--- src/rtl/isp_pkg.sv ---
package isp_pkg;
  localparam int ADDR_W = 13;
  localparam int FRAME_W = 32;

  localparam logic [7:0] OP_GROUP = 8'hAC;
  localparam logic [7:0] SUB_UNLOCK = 8'h53;
  localparam logic [7:0] SUB_ERASE = 8'h80;
  localparam logic [7:0] OP_WRITE = 8'h40;
  localparam logic [7:0] OP_READ = 8'h20;

  typedef struct packed {
    logic wrStb;     // commit byte write from the completed frame
    logic eraseStb;  // fill the array with FFh
    logic rdLatch;   // capture read byte, address just complete
    logic rdValid;   // captured byte is real data (else zero)
    logic shiftOut;  // falling edge inside the data byte
    logic [2:0] outIdx;
    logic clrOut;    // drive miso low
    logic busy;      // self-timed write in progress
  } ispStrobes_t;
endpackage

--- src/rtl/isp_datapath.sv ---
module isp_datapath
  import isp_pkg::*;
#(
  parameter int DEPTH = 64
) (
  input  logic clk,
  input  logic rstN,
  input  logic sck,
  input  logic mosi,
  input  ispStrobes_t st,
  output logic sckRise,
  output logic sckFall,
  output logic [15:0] frameHead,
  output logic miso
);
  localparam int IDX_W = $clog2(DEPTH);

  logic [2:0] sckSync;
  logic [1:0] mosiSync;
  logic [FRAME_W-2:0] shiftReg;
  logic [FRAME_W-1:0] nextWord;
  logic [7:0] mem [DEPTH];
  logic [IDX_W-1:0] lastIdx, rdIdx, wrIdx;
  logic [7:0] rdByte, rdData, misoReg;

  assign sckRise = sckSync[1] & ~sckSync[2];
  assign sckFall = ~sckSync[1] & sckSync[2];
  assign nextWord = {shiftReg, mosiSync[1]};
  assign frameHead = nextWord[31:16];

  function automatic logic [IDX_W-1:0] toIdx(input logic [ADDR_W-1:0] a);
    return IDX_W'(a % ADDR_W'(DEPTH));
  endfunction

  assign rdIdx = toIdx(nextWord[ADDR_W-1:0]);
  assign wrIdx = toIdx(nextWord[ADDR_W+7:8]);

  always_comb begin
    rdData = mem[rdIdx];
    if (st.busy && rdIdx == lastIdx) rdData[7] = ~rdData[7];
  end

  always_ff @(posedge clk or negedge rstN) begin
    if (!rstN) begin
      sckSync <= '0;
      mosiSync <= '0;
      shiftReg <= '0;
    end else begin
      sckSync <= {sckSync[1:0], sck};
      mosiSync <= {mosiSync[0], mosi};
      if (sckRise) shiftReg <= nextWord[FRAME_W-2:0];
    end
  end

  always_ff @(posedge clk or negedge rstN) begin
    if (!rstN) begin
      for (int i = 0; i < DEPTH; i++) mem[i] <= 8'hFF;
      lastIdx <= '0;
    end else if (st.eraseStb) begin
      for (int i = 0; i < DEPTH; i++) mem[i] <= 8'hFF;
    end else if (st.wrStb) begin
      mem[wrIdx] <= mem[wrIdx] & nextWord[7:0];
      lastIdx <= wrIdx;
    end
  end

  always_ff @(posedge clk or negedge rstN) begin
    if (!rstN) begin
      rdByte <= '0;
      misoReg <= '0;
    end else begin
      if (st.rdLatch) rdByte <= st.rdValid ? rdData : 8'h00;
      if (st.clrOut) misoReg <= '0;
      else if (st.shiftOut) misoReg <= {7'd0, rdByte[st.outIdx]};
    end
  end

  assign miso = misoReg[0];

  assert_erase_fills_R4: assert property (@(posedge clk) disable iff (!rstN)
    st.eraseStb |=> (mem[0] == 8'hFF && mem[DEPTH-1] == 8'hFF));
  assert_write_clears_only_R5: assert property (@(posedge clk) disable iff (!rstN)
    st.wrStb |=> ((mem[$past(wrIdx)] & ~$past(mem[wrIdx])) == 8'h00));
  assert_miso_quiet_R1: assert property (@(posedge clk) disable iff (!rstN)
    st.clrOut |=> !miso);
endmodule

--- src/rtl/isp_control.sv ---
module isp_control
  import isp_pkg::*;
#(
  parameter int BUSY_CYCLES = 64
) (
  input  logic clk,
  input  logic rstN,
  input  logic progMode,
  input  logic sckRise,
  input  logic sckFall,
  input  logic [15:0] frameHead,
  output ispStrobes_t st
);
  localparam int BUSY_W = $clog2(BUSY_CYCLES + 1);

  logic [4:0] bitCnt;
  logic unlocked;
  logic [BUSY_W-1:0] busyCnt;
  logic frameDone, busy;
  logic [7:0] opByte, subByte;

  assign busy = busyCnt != '0;
  assign frameDone = progMode && sckRise && bitCnt == 5'd31;
  assign opByte = frameHead[15:8];
  assign subByte = frameHead[7:0];

  always_comb begin
    st = '0;
    st.busy = busy;
    st.wrStb = frameDone && unlocked && !busy && opByte == OP_WRITE;
    st.eraseStb = frameDone && unlocked && !busy && opByte == OP_GROUP && subByte == SUB_ERASE;
    st.rdLatch = progMode && sckRise && bitCnt == 5'd23;
    st.rdValid = unlocked && subByte == OP_READ;
    st.shiftOut = progMode && sckFall && bitCnt[4:3] == 2'b11;
    st.outIdx = ~bitCnt[2:0];
    st.clrOut = !progMode || (sckFall && bitCnt[4:3] != 2'b11);
  end

  always_ff @(posedge clk or negedge rstN) begin
    if (!rstN) begin
      bitCnt <= '0;
      unlocked <= 1'b0;
    end else if (!progMode) begin
      bitCnt <= '0;
      unlocked <= 1'b0;
    end else begin
      if (sckRise) bitCnt <= bitCnt + 5'd1;
      if (frameDone && opByte == OP_GROUP && subByte == SUB_UNLOCK) unlocked <= 1'b1;
    end
  end

  always_ff @(posedge clk or negedge rstN) begin
    if (!rstN) busyCnt <= '0;
    else if (st.wrStb) busyCnt <= BUSY_W'(BUSY_CYCLES);
    else if (busy) busyCnt <= busyCnt - 1'b1;
  end

  assert_session_drop_R1: assert property (@(posedge clk) disable iff (!rstN)
    !progMode |=> (bitCnt == 5'd0 && !unlocked));
  assert_locked_no_cmd_R3: assert property (@(posedge clk) disable iff (!rstN)
    (st.wrStb || st.eraseStb) |-> unlocked);
  assert_busy_after_write_R7: assert property (@(posedge clk) disable iff (!rstN)
    st.wrStb |=> busy);
  assert_busy_source_R7: assert property (@(posedge clk) disable iff (!rstN)
    $rose(busy) |-> $past(st.wrStb));
endmodule

--- src/rtl/isp_prog_ctrl.sv ---
module isp_prog_ctrl
  import isp_pkg::*;
#(
  parameter int DEPTH = 64,
  parameter int BUSY_CYCLES = 64
) (
  input  logic clk,
  input  logic rstN,
  input  logic progMode,
  input  logic sck,
  input  logic mosi,
  output logic miso
);
  ispStrobes_t st;
  logic sckRise, sckFall;
  logic [15:0] frameHead;

  isp_control #(.BUSY_CYCLES(BUSY_CYCLES)) uCtl (
    .clk(clk), .rstN(rstN), .progMode(progMode),
    .sckRise(sckRise), .sckFall(sckFall), .frameHead(frameHead), .st(st)
  );

  isp_datapath #(.DEPTH(DEPTH)) uDp (
    .clk(clk), .rstN(rstN), .sck(sck), .mosi(mosi), .st(st),
    .sckRise(sckRise), .sckFall(sckFall), .frameHead(frameHead), .miso(miso)
  );
endmodule

--- config.mk ---
export PLATFORM = sky130hd
export DESIGN_NAME = isp_prog_ctrl
export DESIGN_NICKNAME = d
export VERILOG_FILES = /design/src/rtl/isp_pkg.sv /design/src/rtl/isp_datapath.sv /design/src/rtl/isp_control.sv /design/src/rtl/isp_prog_ctrl.sv
export SDC_FILE = /design/constraint.sdc
export NUM_CORES = 1
export LEC_CHECK = 0
export ABC_AREA = 1
export BUFFER_PORTS_ARGS = -buffer_cell sky130_fd_sc_hd__buf_2
export CAP_MARGIN = 5
export CORE_AREA = 10 10 357 359
export DETAILED_ROUTE_END_ITERATION = 8
export DIE_AREA = 0 0 367 369
export PLACE_DENSITY = 0.49
export SETUP_SLACK_MARGIN = 0.4
export SLEW_MARGIN = 30
export SYNTH_ARGS = -nofsm -noshare
export SYNTH_HDL_FRONTEND = slang
export SYNTH_SLANG_ARGS = --single-unit
--- constraint.sdc ---
create_clock -name clk -period 2.3 [get_ports clk]
set_input_delay 0.46 -clock clk [delete_from_list [all_inputs] [get_ports clk]]
set_output_delay 0.46 -clock clk [all_outputs]
set_load 0.02 [all_outputs]
Word level (Yosys, flattened, before mapping)
Index checks and enable logic that the tools add are counted.
- register bits: 576
- input port bits: 5
- output and inout port bits: 1
- logic and storage cells: 148
- add/subtract/negate cells: 2
- magnitude comparators: 4
- equality and inequality tests: 12
- muxes and demuxes: 23
- bitwise operators: 10
- reductions and logical operators: 24
- operator list (kind ; count):
    $mux W512 ; 2
    $bwmux W512 ; 1
    $bmux W8 S6 ; 2
    $demux W8 S6 ; 1
    $mux W8 ; 6
    $eq A8 B7 Y1 const B ; 2
    $eq A8 B8 Y1 const B ; 2
    $logic_and A1 B1 Y1 ; 16
    $ge A7 B7 Y1 const B ; 2
    $mux W7 ; 2
    $not A6 Y7 ; 2
    $eq A5 B5 Y1 const B ; 2
    $mux W5 ; 2
    $and A8 B8 Y8 ; 1
    $eq A8 B6 Y1 const B ; 1
    $lt A7 B1 Y1 const B ; 1
    $reduce_bool A7 Y1 ; 1
    $sub A7 B1 Y7 const B ; 1
    $eq A6 B6 Y1 ; 1
    $mux W1 ; 6
    $reduce_bool A2 Y1 ; 3
    $add A5 B1 Y5 const B ; 1
    $lt A3 B4 Y1 const B ; 1
    $ne A2 B1 Y1 const B ; 2
    other kinds (9) ; 14

Longest topological paths before layout
- depth after elaboration: 10
- depth in mapped cells: 16
- mapped depth without buffers: 13

Cells and area by module
From an unflattened synthesis, not the netlist that was laid out.
- cells, all modules: 5197
- area, all modules: 36058.3 um2
- by module, submodules not included (module ; instances ; cells an instance ; area an instance (um2) ; sequential area each (um2)):
    isp_datapath ; 1 ; 5074 ; 35187.5 ; 14729.1
    isp_control ; 1 ; 123 ; 870.8 ; 325.3

Worst setup path after synthesis
Ideal clock, no wire load.
- path type: register to register
- start point: reg uCtl.bitCnt[0]
- end point: reg uDp.mem[358] (netlist name)
- setup time: 0.078 ns
- arrival time: 2.086 ns
- required time: 2.222 ns
- setup slack: 0.137 ns
- cell stages (with the launch flop): 14
- buffers on the path: 2
- clock period less this slack: 2.163 ns
- cell sequence: dfrtp_1 ha_1 nand2_1 nor2_1 ha_1 nand2_2 nor3_2 nand2_1 buf_6 buf_6 nor3_4 inv_2 a21oi_1 nand2_1
- word-level cells in the longest chain between the ends: 7
- elaborated cells between the ends (all ways): 9
- classes of those cells: eq/ne (1); mux (1); reduce/logical (7)
- ends and longest elaborated chain (what ; line ; source):
    from (decl) ; isp_control.sv:16 ; logic [4:0] bitCnt;
    from (signal assigned) ; isp_control.sv:47 ; if (sckRise) bitCnt <= bitCnt + 5'd1;
    $eq A5 B5 Y1 * ; isp_control.sv:23 ; assign frameDone = progMode && sckRise && bitCnt == 5'd31;
    $logic_and A1 B1 Y1 * ; isp_control.sv:23 ;
    $logic_and A1 B1 Y1 * (2 in series) ; isp_control.sv:30, isp_control.sv:31 ;
    $logic_and A1 B1 Y1 (2 in series) ; isp_control.sv:31 ; st.eraseStb = frameDone && unlocked && !busy && opByte == OP_GROUP && subByte == SUB_ERASE;
    $mux W512 or $reduce_bool A2 Y1 (tied branches) ; n/a ;
    to (signal, indexed assignment) ; isp_datapath.sv:62 ; mem[wrIdx] <= mem[wrIdx] & nextWord[7:0];
    to (decl) ; isp_datapath.sv:22 ; logic [7:0] mem [DEPTH];
Every way passes the cells marked *; elsewhere a longest branch is shown, timed or not.
A chain may end at the register's enable or synchronous reset.

Worst setup path after layout
- start point: reg uDp.shiftReg[7]
- end point: reg uDp.mem[499] (netlist name)
- word-level cells in the longest chain between the ends: 8
- elaborated cells between the ends (all ways): 13
- classes of those cells: order compare (2); mux (8); bitwise (2); reduce/logical (1)
- ends and longest elaborated chain (what ; line ; source):
    from (decl) ; isp_datapath.sv:20 ; logic [FRAME_W-2:0] shiftReg;
    from (signal assigned) ; isp_datapath.sv:51 ; if (sckRise) shiftReg <= nextWord[FRAME_W-2:0];
    $not A6 Y7 (not written as such) * ; isp_datapath.sv:62 ;
    $ge A7 B7 Y1 (not written as such) (tied with other cells) ; isp_datapath.sv:62 ;
    $logic_and A1 B1 Y1 (not written as such) or $mux W8 (tied branches) ; isp_datapath.sv:62 ;
    $mux W8 (not written as such) ; isp_datapath.sv:62 ;
    $demux W8 S6 or $and A8 B8 Y8 (tied branches) ; isp_datapath.sv:62 ;
    $bwmux W512 * ; isp_datapath.sv:62 ;
    $mux W512 * ; isp_datapath.sv:61 ; end else if (st.wrStb) begin
    $mux W512 * ; isp_datapath.sv:59 ; end else if (st.eraseStb) begin
Every way passes the cells marked *; elsewhere a longest branch is shown, timed or not. The select of a mux whose other input is x is not followed.

==> impl_metrics.csv <==
group,metric,value,unit
sta,max_slew_margin,0.528,
final_layout,filler_cell_count,12500,
logic_synthesis,synthesis.nets,5040,
sta,finalSetupViolCount,520,
status,status,"finished with violations",
floorplanning,design.die.area,135000,um^2
logic_synthesis,yosys_warnings,0,
detailed_routing,detail_route.vias_per_cell,5.47,
worst_setup_path,critical_path_buf_inv_count,4,
status,failed_checks,"negative setup slack",
sta,hold_ws,0.122,ns
final_layout,sequential_cell_area,15100,um^2
logic_synthesis,synth-edff-count,0,
grt,grt.overflow.total,0,
worst_setup_path,timing.critical_path.cells,"inv_12, clkbuf_16, buf_12, nand2_4, a21oi_2, or2_1, nand2_1, nand2_2, nand2_2, nand2_4, nor2_4, nand2_8, clkbuf_16, nand3_1, nand2_1",
final_layout,area_of_the_multi_input_gates,19200,um^2
placement,placement.io_buffers,5,
min_path,timing.hold.worst.class,"input port to flip-flop",
sta,fin_skew,0.0348,ns
grt,pin_count_of_the_biggest_net_entering_global_routing,84,
floorplanning,floorplan.rows,127,
grt,grt_pass1_vias,35400,
worst_setup_path,critical_path.endpoint_type,"flip-flop",
cts,cts_tree,"yes",
detailed_routing,wl_met1,71100,um
final_layout,fin_nets,5235,
floorplanning,ios,6,
run,max_cap_violations,0,
floorplanning,design.core.area,120000,um^2
logic_synthesis,mappedNetlistArea,35800,um^2
detailed_routing,wl_per_cell,23.7,um
placement,gp_routability_congestion,0.894,
cts,clk_transition_reported_paths,0.06,ns
sta,finalCriticalPeriod,2.65,ns
detailed_routing,wl,163000,um
logic_synthesis,mean_area_per_synthesized_cell,7.11,um^2
worst_setup_path,cpMaxStageDelayCell,"sky130_fd_sc_hd__dfrtp_4",
cts,cts_htree_levels,3,
worst_setup_path,critPathRequiredTime,2.88,ns
sta,max_freq,378,MHz
cts,num_cts_buffers,75,
sta,rsz0062_at_grt,"true",
power,switch_share,0.337,
power,leakage,19.8,nW
detailed_routing,num_vias,37700,
placement,hpwl,105000,um
power,finalPower,30.1,mW
detailed_routing,met2_wl_post_dr,72600,um
logic_synthesis,post_synth_num_cell_types,37,
cts,clk_path_buf_depth,3,
logic_synthesis,synthesized_instance_count,5031,
power,cellPowerDensity,663,nW/um^2
detailed_routing,dr.pass1.iters,5,
worst_setup_path,arrival,3.23,ns
worst_setup_path,path_class,"flip-flop to flip-flop",
final_layout,post_route_cells_drive_above_1_share,0.279,
cts,cts.root.buffer_cell,"sky130_fd_sc_hd__clkbuf_16",
worst_setup_path,cpPeakStageDelay,0.54,ns
floorplanning,initial_utilization,0.299,
detailed_routing,remaining_drc_errors,0,
power,p_comb_frac,0.233,
power,switching_power,10.1,mW
detailed_routing,number_of_nets_with_antenna_violations_after_detailed_routing,0,
sta,fin_ws,-0.348,ns
floorplanning,die_x_extent,367,um
power,p_int,20.0,mW
logic_synthesis,asyncSetResetFlopFracSynth,1.00,
logic_synthesis,ys_seq_area_frac,0.421,
detailed_routing,wl_met3,13400,um
cts,clock_sinks,576,
sta,tightest_slew,0.708,ns
sta,timing.final.hold_violations,0,
cts,clk-insertion-delay-late,0.67,ns
grt,grt_first_pass_wirelength,240000,um
sta,timing.final.max_slew_violations,0,
detailed_routing,route.top_layer_used,"met4",
grt,track_usage,0.228,
power,power_frac_seq,0.350,
final_layout,diodes,0,
final_layout,syn2layout_area_growth,26.8,%
placement,dp_cells,6714,
final_layout,final_cells,6898,
worst_setup_path,startpoint_type,"flip-flop",
logic_synthesis,synth-seq-cells,576,
power,power.clock.fraction,0.416,
worst_setup_path,top_cell_family_by_delay_on_the_critical_path,"simple AND/OR/NAND/NOR gates",
grt,grt_antenna_before_repair,0,
sta,layout_worst_path_cycle_share,1.15,
floorplanning,die_h,369,um
logic_synthesis,ys_dominant_reg_cell,"sky130_fd_sc_hd__dfstp_2",
detailed_routing,first_drt_iteration_drcs,4313,
power,peakVddDrop,0.455,mV
worst_setup_path,worstPathMaxFanout,11,
==> repair_timing <==
item,CTS,global route
resized for setup,69,145
hold buffers,3,0
pin swaps,9,36
buffers inserted,10,9
setup endpoints to repair,529,529
endpoints found under the hold margin,31,0
cloned,10,15
==> flip-flops by register name, indices dropped and copies added (netlist names) <==
| name | count |
|---|---|
| uCtl.bitCnt | 5 |
| uCtl.busyCnt | 7 |
| uCtl.unlocked | 1 |
| uDp.lastIdx | 6 |
| uDp.mem | 512 |
| uDp.misoReg | 1 |
| uDp.mosiSync | 2 |
| uDp.rdByte | 8 |
| uDp.sckSync | 3 |
| uDp.shiftReg | 31 |
==> path summary, 6_finish.rpt <==
kind	to	depth (start not counted)	slack (ns)	start
worst max-delay path	uDp.mem[499]$_DFFE_PN1P_	15	-0.35	uDp.shiftReg[7]$_DFFE_PN0N_
worst min-delay path	uDp.misoReg[0]$_DFFE_PN0P_	3	0.12	progMode
worst max register to register	uDp.mem[499]$_DFFE_PN1P_	15	-0.35	uDp.shiftReg[7]$_DFFE_PN0N_
worst min register to register	uDp.mosiSync[1]$_DFF_PN0_	0	0.35	uDp.mosiSync[0]$_DFF_PN0_
max in group asynchronous	uDp.mem[176]$_DFFE_PN1P_	4	1.11	rstN
min in group asynchronous	uDp.mem[274]$_DFFE_PN1P_	2	0.56	rstN
==> synthesized netlist by cell type (2+ instances only) <==
cell type / n / share of area
sky130_fd_sc_hd__nand2_1: 1812 / 0.19
sky130_fd_sc_hd__a21oi_1: 864 / 0.12
sky130_fd_sc_hd__nand3_1: 749 / 0.10
sky130_fd_sc_hd__dfstp_2: 512 / 0.38
sky130_fd_sc_hd__clkbuf_1: 178 / 0.019
sky130_fd_sc_hd__o21ai_0: 139 / 0.019
sky130_fd_sc_hd__nor2_1: 123 / 0.013
sky130_fd_sc_hd__buf_2: 112 / 0.016
sky130_fd_sc_hd__inv_2: 86 / 0.0090
sky130_fd_sc_hd__buf_1: 71 / 0.0074
sky130_fd_sc_hd__nor3_4: 65 / 0.030
sky130_fd_sc_hd__dfrtp_1: 64 / 0.045
sky130_fd_sc_hd__or2_1: 59 / 0.010
sky130_fd_sc_hd__o31ai_1: 49 / 0.010
sky130_fd_sc_hd__inv_1: 33 / 0.0035
sky130_fd_sc_hd__o21ai_1: 14 / 0.0020
sky130_fd_sc_hd__buf_4: 13 / 0.0027
sky130_fd_sc_hd__nand4_1: 12 / 0.0021
sky130_fd_sc_hd__nor4_1: 10 / 0.0017
sky130_fd_sc_hd__nor3_2: 9 / 0.0025
sky130_fd_sc_hd__buf_6: 8 / 0.0025
sky130_fd_sc_hd__nand2_2: 8 / 0.0014
sky130_fd_sc_hd__nand3_4: 8 / 0.0039
sky130_fd_sc_hd__xnor2_1: 6 / 0.0015
sky130_fd_sc_hd__clkinv_1: 4 / 0.00042
sky130_fd_sc_hd__ha_1: 4 / 0.0014
sky130_fd_sc_hd__xor2_1: 4 / 0.00098
sky130_fd_sc_hd__mux2_2: 3 / 0.00094
sky130_fd_sc_hd__nor3_1: 3 / 0.00042
sky130_fd_sc_hd__inv_4: 2 / 0.00035
==> cells by family after synthesis <==
| kind of cell | synth area share |
|---|---|
| XOR/XNOR | 0.00245 |
| AND/OR/NAND/NOR | 0.361 |
| flip-flops | 0.421 |
| multiplexers | 0.000944 |
| AO/OA/AOI/OAI | 0.153 |
| adder cells (fa/ha/maj) | 0.00140 |
| buffers and inverters | 0.0603 |
==> per-stage QoR <==
| step | util | setup TNS, ns | setup slack [ns] | area, um^2 |
|---|---|---|---|---|
| CTS | 0.370 | -95.67 | -0.254 | 44400 |
| global route | 0.379 | -145.81 | -0.380 | 45400 |
| detailed placement | 0.344 | -129.77 | -0.435 | 41200 |
| global placement | 0.344 | -118.60 | -0.445 | 41200 |
| floorplan | - | 0 | 0.137 | 35800 |
| finish | 0.379 | -117.14 | -0.348 | 45400 |
==> worst register-to-register path, delay by kind of cell (launching register included) <==
kind | cells | cell delay, ns
and+or+nand+nor | 10 | 1.27
buffers and inverters | 4 | 0.71
DFF | 1 | 0.54
AOI/OAI and AO/OA | 1 | 0.04
==> cell usage in the layout, fill, tap and decap left out, drive strengths merged <==
master          n
a21oi         864
a32o            1
and3            1
buf           482
bufinv          6
clkbuf        122
clkinv         20
clkinvlp        3
dfrtp          64
dfstp         512
dlygate4sd3     3
ha              4
inv           125
mux2            3
nand2        1822
nand3         757
nand4          12
nor2          124
nor3           77
nor4           10
o21ai         153
o22ai           1
o311ai          1
o31ai          49
or2            60
xnor2           6
xor2            4
==> power groups by stage <==
stage	sequential, mW	clock [mW]	combinational [mW]
after CTS	10.5	12.7	6.57
after global routing	10.5	13.2	7.25
after floorplan	10.5	0	2.91
after global placement	10.7	0	6.39
final	10.5	12.5	7.02
after detailed placement	10.7	0	6.40
==> metal layers <==
metal | track usage | vias to the layer above
met5 | 0 | -
met4 | 0.0855 | 0
met3 | 0.0367 | 281
met2 | 0.351 | 1763
met1 | 0.318 | 18400
li1 | - | 17200
==> area by class of cell <==
| class | count | share of cell area |
|---|---|---|
| clock buffer | 109 | 0.0494 |
| inverter | 125 | 0.0111 |
| clock inverter | 28 | 0.00748 |
| multi-input combinational | 3949 | 0.424 |
| tap | 1612 | 0.0445 |
| timing repair inverter | 1 | 0.000193 |
| timing repair buffer | 498 | 0.131 |
| sequential | 576 | 0.333 |
No activity file was read; power rests on OpenSTA's default activity.
